File: config.mk
export PLATFORM = sky130hd
export DESIGN_NAME = can_tx_guard
export DESIGN_NICKNAME = d
export VERILOG_FILES = /design/src/rtl/can_txg_pkg.sv /design/src/rtl/can_txg_sync.sv /design/src/rtl/can_txg_dto.sv /design/src/rtl/can_txg_resume.sv /design/src/rtl/can_txg_gate.sv /design/src/rtl/can_tx_guard.sv
export SDC_FILE = /design/constraint.sdc
export NUM_CORES = 1
export LEC_CHECK = 0
export BUFFER_PORTS_ARGS = -buffer_cell sky130_fd_sc_hd__buf_2
export CORE_MARGIN = 5
export CORE_UTILIZATION = 57
export CTS_CLUSTER_DIAMETER = 150
export DETAILED_ROUTE_END_ITERATION = 10
export PLACE_DENSITY = 0.78
export SLEW_MARGIN = 20
export SYNTH_ARGS = -nofsm -noshare
export SYNTH_HDL_FRONTEND = slang
export SYNTH_SLANG_ARGS = --single-unit
File: constraint.sdc
create_clock -name clk -period 3 [get_ports clk]
set_input_delay 0.9 -clock clk [delete_from_list [all_inputs] [get_ports clk]]
set_output_delay 0.9 -clock clk [all_outputs]
set_load 0.01 [all_outputs]
File: src/rtl/can_txg_pkg.sv
package can_txg_pkg;

  // Reason the driver is (or is not) enabled, in priority order.
  typedef enum logic [2:0] {
    GATE_PROT   = 3'd0,
    GATE_THERM  = 3'd1,
    GATE_SILENT = 3'd2,
    GATE_TMO    = 3'd3,
    GATE_DRIVE  = 3'd4
  } gate_e;

  // Bus level encoding on the logic side.
  localparam logic LVL_RECESSIVE = 1'b1;
  localparam logic LVL_DOMINANT  = 1'b0;

endpackage

File: src/rtl/can_txg_sync.sv
module can_txg_sync #(
  parameter int   STAGES  = 2,
  parameter logic RST_VAL = 1'b1
) (
  input  logic clk,
  input  logic rst_n,
  input  logic d_i,
  output logic q_o
);

  logic [STAGES-1:0] chain_q;

  always_ff @(posedge clk or negedge rst_n) begin
    if (!rst_n) chain_q[0] <= RST_VAL;
    else        chain_q[0] <= d_i;
  end

  // The remaining stages form a shift chain.
  for (genvar g = 1; g < STAGES; g++) begin : g_stage
    always_ff @(posedge clk or negedge rst_n) begin
      if (!rst_n) chain_q[g] <= RST_VAL;
      else        chain_q[g] <= chain_q[g-1];
    end
  end

  assign q_o = chain_q[STAGES-1];

endmodule

File: src/rtl/can_txg_dto.sv
module can_txg_dto
  import can_txg_pkg::*;
#(
  parameter int TMO_CYCLES = 4000
) (
  input  logic clk,
  input  logic rst_n,
  input  logic txd_s_i,
  output logic tripped_o
);

  localparam int CW = $clog2(TMO_CYCLES + 1);
  localparam logic [CW-1:0] LAST = CW'(TMO_CYCLES - 1);

  logic          prev_q;
  logic          running_q;
  logic          tripped_q;
  logic [CW-1:0] cnt_q;
  logic          fall;

  // The timer arms on a recessive-to-dominant transition of the synchronized input.
  assign fall = (prev_q == LVL_RECESSIVE) && (txd_s_i == LVL_DOMINANT);

  always_ff @(posedge clk or negedge rst_n) begin
    if (!rst_n) prev_q <= LVL_RECESSIVE;
    else        prev_q <= txd_s_i;
  end

  always_ff @(posedge clk or negedge rst_n) begin
    if (!rst_n) begin
      running_q <= 1'b0;
      tripped_q <= 1'b0;
      cnt_q     <= '0;
    end else if (txd_s_i == LVL_RECESSIVE) begin
      // A recessive sample cancels the timer and clears a timeout.
      running_q <= 1'b0;
      tripped_q <= 1'b0;
      cnt_q     <= '0;
    end else if (fall) begin
      running_q <= 1'b1;
      cnt_q     <= CW'(1);
    end else if (running_q) begin
      if (cnt_q == LAST) begin
        tripped_q <= 1'b1;
        running_q <= 1'b0;
      end
      cnt_q <= cnt_q + CW'(1);
    end
  end

  assign tripped_o = tripped_q;

endmodule

File: src/rtl/can_txg_resume.sv
module can_txg_resume #(
  parameter int RESUME_CYCLES = 12000
) (
  input  logic clk,
  input  logic rst_n,
  input  logic uv_any_i,
  output logic ok_o
);

  localparam int RW = $clog2(RESUME_CYCLES + 1);
  localparam logic [RW-1:0] LAST = RW'(RESUME_CYCLES - 1);

  logic [RW-1:0] cnt_q;
  logic          ok_q;

  always_ff @(posedge clk or negedge rst_n) begin
    if (!rst_n) begin
      cnt_q <= '0;
      ok_q  <= 1'b0;
    end else if (uv_any_i) begin
      cnt_q <= '0;
      ok_q  <= 1'b0;
    end else if (!ok_q) begin
      if (cnt_q == LAST) ok_q <= 1'b1;
      else               cnt_q <= cnt_q + RW'(1);
    end
  end

  assign ok_o = ok_q;

endmodule

File: src/rtl/can_txg_gate.sv
module can_txg_gate
  import can_txg_pkg::*;
(
  input  logic silent_i,
  input  logic therm_i,
  input  logic uv_any_i,
  input  logic supply_ok_i,
  input  logic tripped_i,
  input  logic txd_s_i,
  output logic drv_en_o,
  output logic drv_dom_o
);

  gate_e gate;

  always_comb begin
    if (uv_any_i || !supply_ok_i) gate = GATE_PROT;
    else if (therm_i)             gate = GATE_THERM;
    else if (silent_i)            gate = GATE_SILENT;
    else if (tripped_i)           gate = GATE_TMO;
    else                          gate = GATE_DRIVE;
  end

  always_comb begin
    drv_en_o  = (gate == GATE_DRIVE);
    drv_dom_o = drv_en_o && (txd_s_i == LVL_DOMINANT);
  end

endmodule

File: src/rtl/can_tx_guard.sv
module can_tx_guard #(
  parameter int SYNC_STAGES   = 2,
  parameter int TMO_CYCLES    = 4000,
  parameter int RESUME_CYCLES = 12000
) (
  input  logic clk,
  input  logic rst_n,
  input  logic txd_i,
  input  logic silent_i,
  input  logic therm_flt_i,
  input  logic uv_main_i,
  input  logic uv_io_i,
  output logic drv_en_o,
  output logic drv_dom_o,
  output logic tmo_o
);

  logic txd_s;
  logic uv_any;
  logic supply_ok;
  logic tripped;

  assign uv_any = uv_main_i | uv_io_i;

  can_txg_sync #(.STAGES(SYNC_STAGES), .RST_VAL(1'b1)) u_sync (
    .clk   (clk),
    .rst_n (rst_n),
    .d_i   (txd_i),
    .q_o   (txd_s)
  );

  can_txg_dto #(.TMO_CYCLES(TMO_CYCLES)) u_dto (
    .clk       (clk),
    .rst_n     (rst_n),
    .txd_s_i   (txd_s),
    .tripped_o (tripped)
  );

  can_txg_resume #(.RESUME_CYCLES(RESUME_CYCLES)) u_resume (
    .clk      (clk),
    .rst_n    (rst_n),
    .uv_any_i (uv_any),
    .ok_o     (supply_ok)
  );

  can_txg_gate u_gate (
    .silent_i    (silent_i),
    .therm_i     (therm_flt_i),
    .uv_any_i    (uv_any),
    .supply_ok_i (supply_ok),
    .tripped_i   (tripped),
    .txd_s_i     (txd_s),
    .drv_en_o    (drv_en_o),
    .drv_dom_o   (drv_dom_o)
  );

  assign tmo_o = tripped;

endmodule

Word-level counts from Yosys, hierarchy flattened
Index checks and enable logic that the tools add are counted.
W data, S select, Z words.
{ "word_totals": {"in_bits": 7, "elab_cells": 48, "register_bits": 32} }
{ "op_classes": {"reduce_logical": 9, "eq_ne": 6, "muxes": 21, "add_sub_neg": 2, "n_bitwise": 2} }
{ "ops": {"columns": ["cell", "n"], "rows": [
  ["$mux W14", 3],
  ["$mux W12", 3],
  ["$add A14 B1 Y14 const B", 1],
  ["$eq A14 B14 Y1 const B", 1],
  ["$add A12 B1 Y12 const B", 1],
  ["$eq A12 B12 Y1 const B", 1],
  ["$mux W3", 4],
  ["$mux W1", 11],
  ["$ne A2 B1 Y1 const B", 2],
  ["$reduce_bool A2 Y1", 2],
  ["$eq A3 B3 Y1 const B", 1],
  ["$reduce_and A3 Y1", 1],
  ["$reduce_bool A3 Y1", 1],
  ["$logic_and A1 B1 Y1", 2],
  ["$ne A2 B2 Y1 const B", 1],
  ["$reduce_and A2 Y1", 1],
  ["$logic_not A1 Y1", 1],
  ["$logic_or A1 B1 Y1", 1],
  ["$not A1 Y1", 1],
  ["$or A1 B1 Y1", 1]
]} }

Depth between registers and ports, before layout
{ "logic_depth": {"depth_word": 6, "depth_mapped": 5, "ltp_nobuf": 5} }

Modules after synthesis
From an unflattened synthesis, not the netlist that was laid out.
{ "unflattened": {"hier_cells": 166, "hier_area_um2": 1701.6} }
{ "modules_own_cells": {"columns": ["module", "instances", "seq_area_each_um2", "cells_each", "area_each_um2"], "rows": [
  ["can_txg_resume", 1, 375.4, 84, 852.1],
  ["can_txg_dto", 1, 376.6, 75, 759.5],
  ["can_txg_sync", 1, 52.6, 2, 52.6],
  ["can_txg_gate", 1, 0.0, 4, 31.3],
  ["can_tx_guard", 1, 0.0, 1, 6.3]
]} }

Worst setup path after synthesis
No wires, ideal clock.
{ "synth_timing": {"path_kind": "in2out", "startpoint": "input port uv_io_i", "endpoint": "output port drv_dom_o", "slack_ps": 242, "path_stages": 3, "path_buffers": 0, "arrival_ps": 1858, "cell_sequence": "or2_0 -> or3_1 -> nor4_1"} }
{ "synth_between": {"elab_chain_len": 5} }
{ "synth_rtl": {"columns": ["item", "line_no", "source"], "rows": [
  ["start: declaration", "can_tx_guard.sv:12", "input logic uv_io_i,"],
  ["$or A1 B1 Y1", "can_tx_guard.sv:23", "assign uv_any = uv_main_i | uv_io_i;"],
  ["$logic_or A1 B1 Y1", "can_txg_gate.sv:17", "if (uv_any_i || !supply_ok_i) gate = GATE_PROT;"],
  ["$mux W3", "can_txg_gate.sv:17", null],
  ["$eq A3 B3 Y1", "can_txg_gate.sv:25", "drv_en_o = (gate == GATE_DRIVE);"],
  ["$logic_and A1 B1 Y1", "can_txg_gate.sv:26", "drv_dom_o = drv_en_o && (txd_s_i == LVL_DOMINANT);"],
  ["end: declaration", "can_tx_guard.sv:14", "output logic drv_dom_o,"]
]} }
No other way between the ends.

Final worst setup path
Ends and elaborated chain as after synthesis.

==> flow_metrics.env <==
export IMPL_p_clk_frac=0.322
export IMPL_core_sq_mm=0.00271
export IMPL_slowest_stage="or3_1"
export IMPL_critical_path_max_fanout=2
export IMPL_syn_area_sq_mm=0.00159
export IMPL_drt_pass1_iter_count=4
export IMPL_synthTopCellsByArea="dfrtp_1 (46%), dfstp_2 (5.0%), nor2_1 (4.7%)"
export IMPL_drv_cap=0
export IMPL_clock_sinks=32
export IMPL_syn2layout_area_growth_pct=7.94
export IMPL_h_tree_depth=2
export IMPL_p_per_area_mw_per_mm2=417
export IMPL_ys_warnings_count=0
export IMPL_dp_hpwl_um=2110
export IMPL_gr_usage_all_layers=0.167
export IMPL_drt_iter0_markers=58
export IMPL_hold_buffers=0
export IMPL_post_cts_buffers=0
export IMPL_fillers=219
export IMPL_antenna_found_initial=0
export IMPL_vias=1210
export IMPL_grt_overflow_total=0
export IMPL_post_route_period_util=0.942
export IMPL_final_layout_size_suffix_gt1_frac=0.151
export IMPL_cp_common_cell="buf_2"
export IMPL_insertion_delay_ps=340
export IMPL_start_util=0.587
export IMPL_ant_nets=0
export IMPL_crit_type="primary input to output port"
export IMPL_clk_pin_slew_ps=80
export IMPL_avgViaCountPerCell=5.96
export IMPL_ys_flop_type="dfrtp_1"
export IMPL_die_w_um=62.8
export IMPL_skew_ps=13.2
export IMPL_drcViolationCount=0
export IMPL_syn_area_per_cell_sq_um=10.1
export IMPL_setup_violations=0
export IMPL_swShare=0.241
export IMPL_p_comb_frac=0.052
export IMPL_grt_start_max_net_pins=33
export IMPL_cts_resized=0
export IMPL_rsz0062_at_grt="false"
export IMPL_syn_inst=158
export IMPL_pwr_share_seq=0.626
export IMPL_switchingPower_mw=0.172
export IMPL_slew_headroom=0.547
export IMPL_die_area_sq_mm=0.00395
export IMPL_fmax_ghz=0.354
export IMPL_wl_um=2950
export IMPL_worstSetupEndpointType="output port"
export IMPL_start_kind="primary input"
export IMPL_fp_dieH_um=62.8
export IMPL_required_ps=2100
export IMPL_final_util=0.634
export IMPL_fp_row_count=19
export IMPL_drv_slew=0
export IMPL_wl_per_cell_um=14.5
export IMPL_grt_pass1_wl_um=5180
export IMPL_yosysTopAreaCellShare=0.456
export IMPL_synth_cell_types=37
export IMPL_n_antenna_cell=0
export IMPL_crit_arrival_ps=1930
export IMPL_tightest_slew_ps=679
export IMPL_clockBufferDepth=2
export IMPL_num_io_pins=10
export IMPL_synth_edf_count=0
export IMPL_fin_nets=180
export IMPL_status="complete, no violations"
export IMPL_finalHoldViolations=0
export IMPL_period_needed_ps=2830
export IMPL_hold_class="register to register"
export IMPL_vdd_drop_max_v=0.000458
export IMPL_yosysTopAreaCell="dfrtp_1"
export IMPL_grt_pass1_vias=1178
export IMPL_syn_num_nets=167
export IMPL_path_cells="buf_2 > or2_0 > or3_1 > nor4_1 > buf_2"
export IMPL_portBuffers=9
export IMPL_p_leak_nw=0.746
export IMPL_ys_ff_latch=32
export IMPL_cts_tree="done"
export IMPL_synthArstFlopShare=1.00
export IMPL_crit_family="simple AND/OR/NAND/NOR gates"
export IMPL_intPower_mw=0.544
export IMPL_worst_path_buf_inv=2
export IMPL_synth_seq_area_share=0.506
export IMPL_tns_ps=0
export IMPL_cts_root_buffer="clkbuf_4"
export IMPL_critical_path_max_stage_delay_ps=330
export IMPL_gp_congestion=0.864
export IMPL_cts_buffers_inserted=5
==> final cells by class <==
type                       count  area [sq um]  area share
timing repair buffer          11          60.1      0.0350
clock inverter                 1          5.00     0.00291
sequential                    32           805       0.468
multi-input combinational    115           742       0.432
tap                           31          38.8      0.0226
inverter                       6          22.5      0.0131
clock buffer                   7          45.0      0.0262
==> worst register-to-register path: stages (launching register included) <==
cell and delay [ps]:
dfrtp_1 410, ha_1 240, and4_1 250, a41o_2 260
or3_1 350, a21oi_1 150
==> path summary, 6_finish.rpt <==
path | startpoint | end | slack [ps] | depth (start not counted)
min in group asynchronous | rst_n | u_dto.cnt_q[5] | 590 | 1
max in group asynchronous | rst_n | u_resume.cnt_q[1] | 1960 | 1
worst min-delay path | u_sync.chain_q[0] | u_sync.q_o | 360 | 0
worst min register to register | u_sync.chain_q[0] | u_sync.q_o | 360 | 0
worst max-delay path | uv_io_i | drv_dom_o | 170 | 5
worst max register to register | u_resume.cnt_q[0] | u_resume.cnt_q[3] | 1270 | 5
==> per-stage QoR <==
stage	area (sq um)	hold WS [ps]	instances	worst slack [ps]	total power [mW]
6_report	1720	359	203	175	0.717
5_1_grt	1720	369	203	115	0.766
4_1_cts	1720	361	203	171	0.731
3_5_place_dp	1670	348	195	169	0.495
3_3_place_gp	1670	346	195	175	0.492
2_1_floorplan	1590	345	158	242	0.475
==> power groups by stage <==
stage | combinational [mW] | clock, mW | sequential (mW)
floorplan | 0.0221 | 0 | 0.453
global placement | 0.0362 | 0 | 0.456
detailed placement | 0.0381 | 0 | 0.457
CTS | 0.0383 | 0.245 | 0.448
global route | 0.0428 | 0.273 | 0.450
finish | 0.0372 | 0.231 | 0.448
==> flip-flops by register name, summed over array words and instances, names as in the netlist <==
name / count
u_sync.chain_q: 1
u_dto.prev_q: 1
u_dto.running_q: 1
u_sync.q_o: 1
u_resume.cnt_q: 14
u_dto.tripped_o: 1
u_resume.ok_o: 1
u_dto.cnt_q: 12
==> layout by cell type, fill, tap and decap left out, types with 5 or more instances in the layout <==
cell type | netlist | final
buf_2 | 3 | 9
xnor2_1 | 6 | 6
clkbuf_4 | 0 | 5
inv_1 | 6 | 6
dfrtp_1 | 29 | 29
or3_1 | 6 | 6
nand4_1 | 5 | 5
nand2_1 | 13 | 13
o21ai_0 | 8 | 8
a21oi_1 | 7 | 7
nor2_1 | 20 | 20
xor2_1 | 8 | 8
==> cell usage after synthesis, types with 3 or more instances <==
cell     instances
buf_2            3
nand2_1         13
a21oi_1          7
or3_1            6
dfrtp_1         29
nor3_1           3
and3_1           3
xor2_1           8
o21ai_0          8
nand4_1          5
nor4_1           3
nand3_1          4
dfstp_2          3
xnor2_1          6
a31oi_1          3
inv_1            6
and2_1           3
nor2_1          20
==> kinds of logic (layout without fill, tap and decap cells) <==
family                   after synthesis  in the layout  synth area share
flip-flops                            32             32             0.506
AND/OR/NAND/NOR                       70             70             0.242
buffers and inverters                 11             25            0.0283
adder cells (fa/ha/maj)                2              2            0.0157
AO/OA/AOI/OAI                         28             28             0.125
multiplexers                           1              1           0.00629
XOR/XNOR                              14             14            0.0770
==> metal layers <==
| metal | share of wire | GRT usage | vias to the layer above | routed length [um] |
|---|---|---|---|---|
| met5 | 0 | 0 | - | 0 |
| met4 | 0.020 | 0.0743 | 0 | 59 |
| met3 | 0.038 | 0.0594 | 7 | 111 |
| met2 | 0.53 | 0.298 | 16 | 1570 |
| met1 | 0.41 | 0.173 | 599 | 1210 |
| li1 | - | - | 588 | - |
(Power assumes the default switching activity.)
